### src/rtl/pwm_tb_pkg.sv
package pwm_tb_pkg;

    localparam int POST_W = 4;
    localparam int SEL_W  = 2;

    typedef struct packed {
        logic enable;
        logic idle_stop;
        logic irq_en;
        logic imm_per;
    } run_cfg_t;

    typedef struct packed {
        logic              pol;
        logic              out_en;
        logic              ext_en;
        logic [SEL_W-1:0]  src;
        logic [POST_W-1:0] post;
    } sync_cfg_t;

    typedef enum logic [1:0] {
        CTR_CLEAR,
        CTR_HOLD,
        CTR_STEP,
        CTR_WRAP
    } ctr_step_e;

    function automatic ctr_step_e pick_step(logic en, logic halt, logic restart, logic at_end);
        if (!en)
            return CTR_CLEAR;
        else if (halt)
            return CTR_HOLD;
        else if (restart || at_end)
            return CTR_WRAP;
        else
            return CTR_STEP;
    endfunction

    function automatic logic apply_pol(logic lvl, logic pol);
        return lvl ^ pol;
    endfunction

endpackage

### src/rtl/pwm_sync_in.sv
module pwm_sync_in
    import pwm_tb_pkg::*;
#(
    parameter int NUM_SYNC = 2,
    parameter int STAGES   = 2
) (
    input  logic                clk,
    input  logic                rst,
    input  logic [NUM_SYNC-1:0] sync_in,
    input  logic [SEL_W-1:0]    src,
    input  logic                pol,
    output logic                rise
);
    logic             lvl;
    logic             hit;
    logic [STAGES:0]  pipe;

    always_comb begin
        lvl = 1'b0;
        hit = 1'b0;
        for (int i = 0; i < NUM_SYNC; i++) begin
            if (src == SEL_W'(i)) begin
                lvl = apply_pol(sync_in[i], pol);
                hit = 1'b1;
            end
        end
    end

    always_ff @(posedge clk) begin
        if (rst)
            pipe <= '0;
        else
            pipe <= {pipe[STAGES-1:0], lvl};
    end

    assign rise = pipe[STAGES-1] & ~pipe[STAGES];

    assert_reserved_quiet_R5: assert property (@(posedge clk) disable iff (rst)
        !hit |=> !pipe[0]);

endmodule

### src/rtl/pwm_period_ctr.sv
module pwm_period_ctr
    import pwm_tb_pkg::*;
#(
    parameter int CNT_W = 16
) (
    input  logic             clk,
    input  logic             rst,
    input  logic             en,
    input  logic             halt,
    input  logic             restart,
    input  logic             imm,
    input  logic             per_we,
    input  logic [CNT_W-1:0] per_wdata,
    output logic [CNT_W-1:0] count,
    output logic [CNT_W-1:0] act_per,
    output logic             cyc_start,
    output logic             advancing
);
    localparam logic [CNT_W-1:0] PER_RST = '1;

    logic [CNT_W-1:0] per_buf;
    ctr_step_e        step;

    always_comb begin
        step = pick_step(en, halt, restart, count >= act_per);
    end

    assign cyc_start = (step == CTR_WRAP);
    assign advancing = (step == CTR_STEP) || (step == CTR_WRAP);

    always_ff @(posedge clk) begin
        if (rst) begin
            count <= '0;
        end else begin
            case (step)
                CTR_CLEAR: count <= '0;
                CTR_HOLD:  count <= count;
                CTR_STEP:  count <= count + 1'b1;
                default:   count <= '0;
            endcase
        end
    end

    always_ff @(posedge clk) begin
        if (rst)
            per_buf <= PER_RST;
        else if (per_we)
            per_buf <= per_wdata;
    end

    always_ff @(posedge clk) begin
        if (rst)
            act_per <= PER_RST;
        else if (imm && per_we)
            act_per <= per_wdata;
        else if (!en || cyc_start)
            act_per <= per_buf;
    end

    assert_hold_zero_R1: assert property (@(posedge clk) disable iff (rst)
        !en |=> count == '0);

    assert_idle_freeze_R2: assert property (@(posedge clk) disable iff (rst)
        (en && halt) |=> $stable(count));

    assert_wrap_end_R3: assert property (@(posedge clk) disable iff (rst)
        (en && !halt && count >= act_per) |=> count == '0);

    assert_buffered_hold_R4: assert property (@(posedge clk) disable iff (rst)
        (en && !imm && !cyc_start) |=> $stable(act_per));

    assert_ext_restart_R6: assert property (@(posedge clk) disable iff (rst)
        (en && !halt && restart) |=> count == '0);

endmodule

### src/rtl/pwm_event_post.sv
module pwm_event_post
    import pwm_tb_pkg::*;
#(
    parameter int CNT_W = 16
) (
    input  logic              clk,
    input  logic              rst,
    input  logic              en,
    input  logic              advancing,
    input  logic [CNT_W-1:0]  count,
    input  logic [CNT_W-1:0]  cmp,
    input  logic [POST_W-1:0] post_sel,
    input  logic              stat_clr,
    input  logic              irq_en,
    output logic              trig,
    output logic              flag,
    output logic              irq
);
    logic [POST_W-1:0] pcnt;
    logic              match;
    logic              fire;

    assign match = advancing && (count == cmp);
    assign fire  = match && (pcnt == post_sel);

    always_ff @(posedge clk) begin
        if (rst)
            pcnt <= '0;
        else if (!en)
            pcnt <= '0;
        else if (match)
            pcnt <= fire ? '0 : pcnt + 1'b1;
    end

    always_ff @(posedge clk) begin
        if (rst) begin
            trig <= 1'b0;
            flag <= 1'b0;
        end else begin
            trig <= fire;
            if (fire)
                flag <= 1'b1;
            else if (stat_clr)
                flag <= 1'b0;
        end
    end

    assign irq = flag & irq_en;

    assert_post_bound_R9: assert property (@(posedge clk) disable iff (rst)
        en |-> pcnt <= post_sel);

    assert_trig_sets_flag_R10: assert property (@(posedge clk) disable iff (rst)
        trig |-> flag);

    assert_clear_drops_R10: assert property (@(posedge clk) disable iff (rst)
        (stat_clr && !fire) |=> !flag);

endmodule

### src/rtl/pwm_timebase.sv
module pwm_timebase
    import pwm_tb_pkg::*;
#(
    parameter int CNT_W       = 16,
    parameter int NUM_SYNC    = 2,
    parameter int SYNC_STAGES = 2
) (
    input  logic                clk,
    input  logic                rst,
    input  logic                cpu_idle,
    input  logic                ctl_we,
    input  logic                ctl_enable,
    input  logic                ctl_idle_stop,
    input  logic                ctl_irq_en,
    input  logic                ctl_imm_per,
    input  logic                ctl_sync_pol,
    input  logic                ctl_sync_oe,
    input  logic                ctl_sync_en,
    input  logic [SEL_W-1:0]    ctl_sync_sel,
    input  logic [POST_W-1:0]   ctl_post_sel,
    input  logic                per_we,
    input  logic [CNT_W-1:0]    per_wdata,
    input  logic                cmp_we,
    input  logic [CNT_W-1:0]    cmp_wdata,
    input  logic                stat_clr,
    input  logic [NUM_SYNC-1:0] sync_in,
    output logic [CNT_W-1:0]    tb_count,
    output logic [CNT_W-1:0]    tb_period,
    output logic                sevt_trig,
    output logic                sevt_flag,
    output logic                sevt_irq,
    output logic                sync_out
);
    run_cfg_t         run_q;
    sync_cfg_t        sync_q;
    logic [CNT_W-1:0] cmp_q;
    logic             halt;
    logic             rise;
    logic             restart;
    logic             cyc_start;
    logic             advancing;
    logic             pulse_q;

    always_ff @(posedge clk) begin
        if (rst) begin
            run_q  <= '0;
            sync_q <= '0;
        end else if (ctl_we) begin
            run_q <= '{enable: ctl_enable, idle_stop: ctl_idle_stop,
                       irq_en: ctl_irq_en, imm_per: ctl_imm_per};
            if (!run_q.enable)
                sync_q <= '{pol: ctl_sync_pol, out_en: ctl_sync_oe, ext_en: ctl_sync_en,
                            src: ctl_sync_sel, post: ctl_post_sel};
        end
    end

    always_ff @(posedge clk) begin
        if (rst)
            cmp_q <= '0;
        else if (cmp_we)
            cmp_q <= cmp_wdata;
    end

    assign halt    = run_q.idle_stop & cpu_idle;
    assign restart = rise & sync_q.ext_en;

    pwm_sync_in #(
        .NUM_SYNC (NUM_SYNC),
        .STAGES   (SYNC_STAGES)
    ) u_sync_in (
        .clk     (clk),
        .rst     (rst),
        .sync_in (sync_in),
        .src     (sync_q.src),
        .pol     (sync_q.pol),
        .rise    (rise)
    );

    pwm_period_ctr #(
        .CNT_W (CNT_W)
    ) u_period_ctr (
        .clk       (clk),
        .rst       (rst),
        .en        (run_q.enable),
        .halt      (halt),
        .restart   (restart),
        .imm       (run_q.imm_per),
        .per_we    (per_we),
        .per_wdata (per_wdata),
        .count     (tb_count),
        .act_per   (tb_period),
        .cyc_start (cyc_start),
        .advancing (advancing)
    );

    pwm_event_post #(
        .CNT_W (CNT_W)
    ) u_event_post (
        .clk       (clk),
        .rst       (rst),
        .en        (run_q.enable),
        .advancing (advancing),
        .count     (tb_count),
        .cmp       (cmp_q),
        .post_sel  (sync_q.post),
        .stat_clr  (stat_clr),
        .irq_en    (run_q.irq_en),
        .trig      (sevt_trig),
        .flag      (sevt_flag),
        .irq       (sevt_irq)
    );

    always_ff @(posedge clk) begin
        if (rst)
            pulse_q <= 1'b0;
        else
            pulse_q <= cyc_start & sync_q.out_en;
    end

    assign sync_out = pulse_q ^ sync_q.pol;

    assert_cfg_locked_R11: assert property (@(posedge clk) disable iff (rst)
        (run_q.enable && ctl_we) |=> $stable(sync_q));

    assert_pulse_at_zero_R8: assert property (@(posedge clk) disable iff (rst)
        pulse_q |-> tb_count == '0);

endmodule

### config.mk
export PLATFORM = sky130hd
export DESIGN_NAME = pwm_timebase
export DESIGN_NICKNAME = d
export VERILOG_FILES = /design/src/rtl/pwm_tb_pkg.sv /design/src/rtl/pwm_sync_in.sv /design/src/rtl/pwm_period_ctr.sv /design/src/rtl/pwm_event_post.sv /design/src/rtl/pwm_timebase.sv
export SDC_FILE = /design/constraint.sdc
export NUM_CORES = 1
export LEC_CHECK = 0
export ABC_AREA = 1
export BUFFER_PORTS_ARGS = -buffer_cell sky130_fd_sc_hd__buf_2
export CORE_MARGIN = 3
export CORE_UTILIZATION = 55
export CTS_CLUSTER_SIZE = 10
export DETAILED_ROUTE_END_ITERATION = 10
export PLACE_DENSITY = 0.78
export SYNTH_ARGS = -nofsm -noshare
export SYNTH_HDL_FRONTEND = slang
export SYNTH_SLANG_ARGS = --single-unit
### constraint.sdc
create_clock -name clk -period 2.1 [get_ports clk]
set_input_delay 0.105 -clock clk [delete_from_list [all_inputs] [get_ports clk]]
set_output_delay 0.105 -clock clk [all_outputs]
set_load 0.02 [all_outputs]
==> impl_metrics.py <==
metrics = {
    "logic_synthesis": {
        "synth_edf_count": 0,
        "syn_inst": 629,
        "synth_seq_area_share_pct": 38.1,
        "ys_types": 37,
        "syn_nets": 701,
        "synth_area_leader_cell": "dfxtp_1",
        "synthTopCellsByArea": "dfxtp_1, nand2_1, nand3_1",
        "ys.flop_type": "dfxtp_1",
        "syn_area_per_cell_sq_um": 7.26,
        "synth_commonest_cells": "nand2_1, dfxtp_1, nor2_1",
        "synthesis.area_sq_um": 4570,
        "yosys_warnings": 0,
        "synth_top_area_share_pct": 38.1,
        "ys_async_sr_fraction_pct": 0,
        "synth-seq-cells": 87,
        "synth_most_common_cell": "nand2_1",
    },
    "placement": {
        "gp_congestion": 0.879,
        "port_buffers": 89,
        "hpwlAfterDp_um": 8470,
    },
    "global_route": {
        "grt_pass1_wl_um": 20500,
        "track_usage_pct": 25.8,
        "antenna_found_initial": 0,
        "grt_pass1_vias": 4414,
        "grt.overflow.total": 0,
        "grt_max_degree": 52,
    },
    "sta": {
        "period_share_pct": 96.0,
        "finalMaxSlewViolations": 0,
        "hold_ws_ps": 21.2,
        "max_freq_mhz": 496,
        "skew_ps": 6.61,
        "max_slew_margin_pct": 56.5,
        "tightest_slew_ps": 650,
        "finalCriticalPeriod_ps": 2020,
        "setup_viol": 0,
        "hold_viol": 0,
    },
    "floorplanning": {
        "die_area_sq_um": 9440,
        "num_rows": 32,
        "pin_count": 90,
        "dieHeight_um": 97.2,
        "initial_core_util_pct": 57.9,
        "core_sq_um": 7890,
        "dieWidth_um": 97.2,
    },
    "critical_path": {
        "arrival_ps": 2260,
        "required_ps": 2340,
        "critPathKind": "flip-flop to flip-flop",
        "crit_fanout": 8,
        "setup.worst_path.end_class": "flip-flop",
        "setup.worst_path.start": "u_period_ctr.act_per[15]",
        "regToRegStartpoint": "u_period_ctr.act_per[15]",
        "startpoint_type": "flip-flop",
    },
    "detailed_routing": {
        "drc": 0,
        "ant_nets": 0,
        "drt_iter0_drc": 227,
        "vias": 4607,
        "wire_per_inst_um": 14.2,
        "vias_per_cell": 5.28,
        "drt_pass1_iterations": 4,
        "wl_um": 12400,
    },
    "cts": {
        "clkSinkCount": 87,
        "htreeDepth": 3,
        "cts_tree": "built",
        "cts-root-buf": "clkbuf_8",
        "cts_buffer_depth": 2,
        "cts_inserted_buffers": 9,
        "path_clk_slew_ps": 80,
        "clk_latency_ps": 350,
    },
    "power_and_ir_drop": {
        "p_sw_share_pct": 25.8,
        "comb_power_share_pct": 15.8,
        "power_switching_w": 0.000972,
        "seqPwrFrac_pct": 48.1,
        "p_total_w": 0.00377,
        "power_density_nw_per_um2": 639,
        "power.internal_w": 0.00279,
        "power.leakage_nw": 2.87,
        "vdd_ir_drop_max_mv": 0.588,
        "clkPwrFrac_pct": 36.0,
    },
    "finish": {
        "diodes": 0,
        "fillers": 617,
        "layout.nets": 838,
        "syn_to_final_growth_pct": 29.1,
        "drive_gt1_share_pct": 23.4,
        "utilization_pct": 74.8,
    },
    "flow_run": {
        "drv_cap": 0,
    },
    "min_path": {
        "hold_class": "primary input to flip-flop",
        "worst_hold_startpoint": "stat_clr",
    },
    "status": {
        "status": "complete, no violations",
    },
}
==> metal layers <==
layer | vias to the layer above | wire length (um) | GRT usage, %
li1 | 2332 | - | -
met1 | 2123 | 5170 | 31.9
met2 | 134 | 6340 | 45.4
met3 | 18 | 688 | 5.24
met4 | 0 | 216 | 7.34
met5 | - | 0 | 0
==> final timing paths <==
kind	slack [ps]	to	depth (start not counted)
setup reg to reg	80	u_period_ctr.act_per[10]	12
setup / recovery	80	u_period_ctr.act_per[10]	12
hold reg to reg	420	u_sync_in.pipe[1]	2
hold / removal	20	u_event_post.flag	4
==> state kept, by name (all words and copies together) (netlist names) <==
signal,cells
cmp_q,16
pulse_q,1
run_q,4
sync_q,9
u_event_post.flag,1
u_event_post.pcnt,4
u_event_post.trig,1
u_period_ctr.act_per,16
u_period_ctr.count,16
u_period_ctr.per_buf,16
u_sync_in.pipe,3
==> power groups by stage <==
stage	clock network, W	logic (W)	registers, W
2_1_floorplan	0	0.000318	0.00187
3_3_place_gp	0	0.000498	0.00184
3_5_place_dp	0	0.000513	0.00185
4_1_cts	0.00138	0.000571	0.00181
5_1_grt	0.00144	0.000667	0.00182
6_report	0.00136	0.000596	0.00181
==> timing repair <==
action	4_1_cts	5_1_grt
buffers inserted	0	3
hold buffers	37	0
endpoints found under the hold margin	37	0
resized for setup	0	19
endpoints found under the setup margin	0	16
==> per-stage QoR <==
step | cells | setup WS (ps) | TNS (ps) | cell area [sq um]
final | 872 | 84.5 | 0 | 5900
after floorplan | 629 | 171 | 0 | 4570
after global placement | 814 | 235 | 0 | 5180
after CTS | 866 | 92.7 | 0 | 5780
after global routing | 872 | -53.4 | -582 | 5900
after detailed placement | 814 | 135 | 0 | 5180
==> placed cells by master, fill, tap and decap left out, drive strengths merged <==
| cell type | count |
|---|---|
| xor2 | 11 |
| nor4 | 1 |
| o21ai | 40 |
| nor2 | 79 |
| nand3b | 1 |
| and3b | 1 |
| or2 | 2 |
| clkinv | 3 |
| dfxtp | 87 |
| bufinv | 3 |
| a311oi | 1 |
| xnor2 | 10 |
| clkbuf | 11 |
| buf | 111 |
| ha | 18 |
| nand3 | 68 |
| o21bai | 1 |
| dlygate4sd3 | 37 |
| inv | 67 |
| nand2 | 132 |
| a21oi | 34 |
| mux2 | 17 |
| nand4 | 23 |
| nor3 | 10 |
| nor3b | 1 |
| a21o | 1 |
==> worst max-delay path, stage by stage, from the launching register on <==
cell	delay, ps
dfxtp_2	340
inv_1	40
ha_1	300
nand2_2	100
inv_2	60
nand3_1	90
inv_1	60
a21oi_1	150
nand4_1	230
nand3_4	240
nand2_4	110
nand2_1	100
nand3_1	70
==> cell families after synthesis <==
group           Yosys count  synth area share, %
fa+ha+maj                18                 4.93
xor+xnor                 21                 4.03
simple gates            315                 31.2
mux                      17                 4.19
buf+inv                  94                 8.13
compound gates           77                 9.42
flops                    87                 38.1
==> layout make-up <==
cell class              instances  area, sq um  area share, %
clock buffers                  11          131           2.23
clock inverters                 4         95.1           1.61
inverters                      69          259           4.39
multi-input cells             451         2530           43.0
flip-flops and latches         87         1760           29.8
well taps                     102          128           2.16
repair buffers                148          993           16.8
Power figures use the tool's default switching activity.
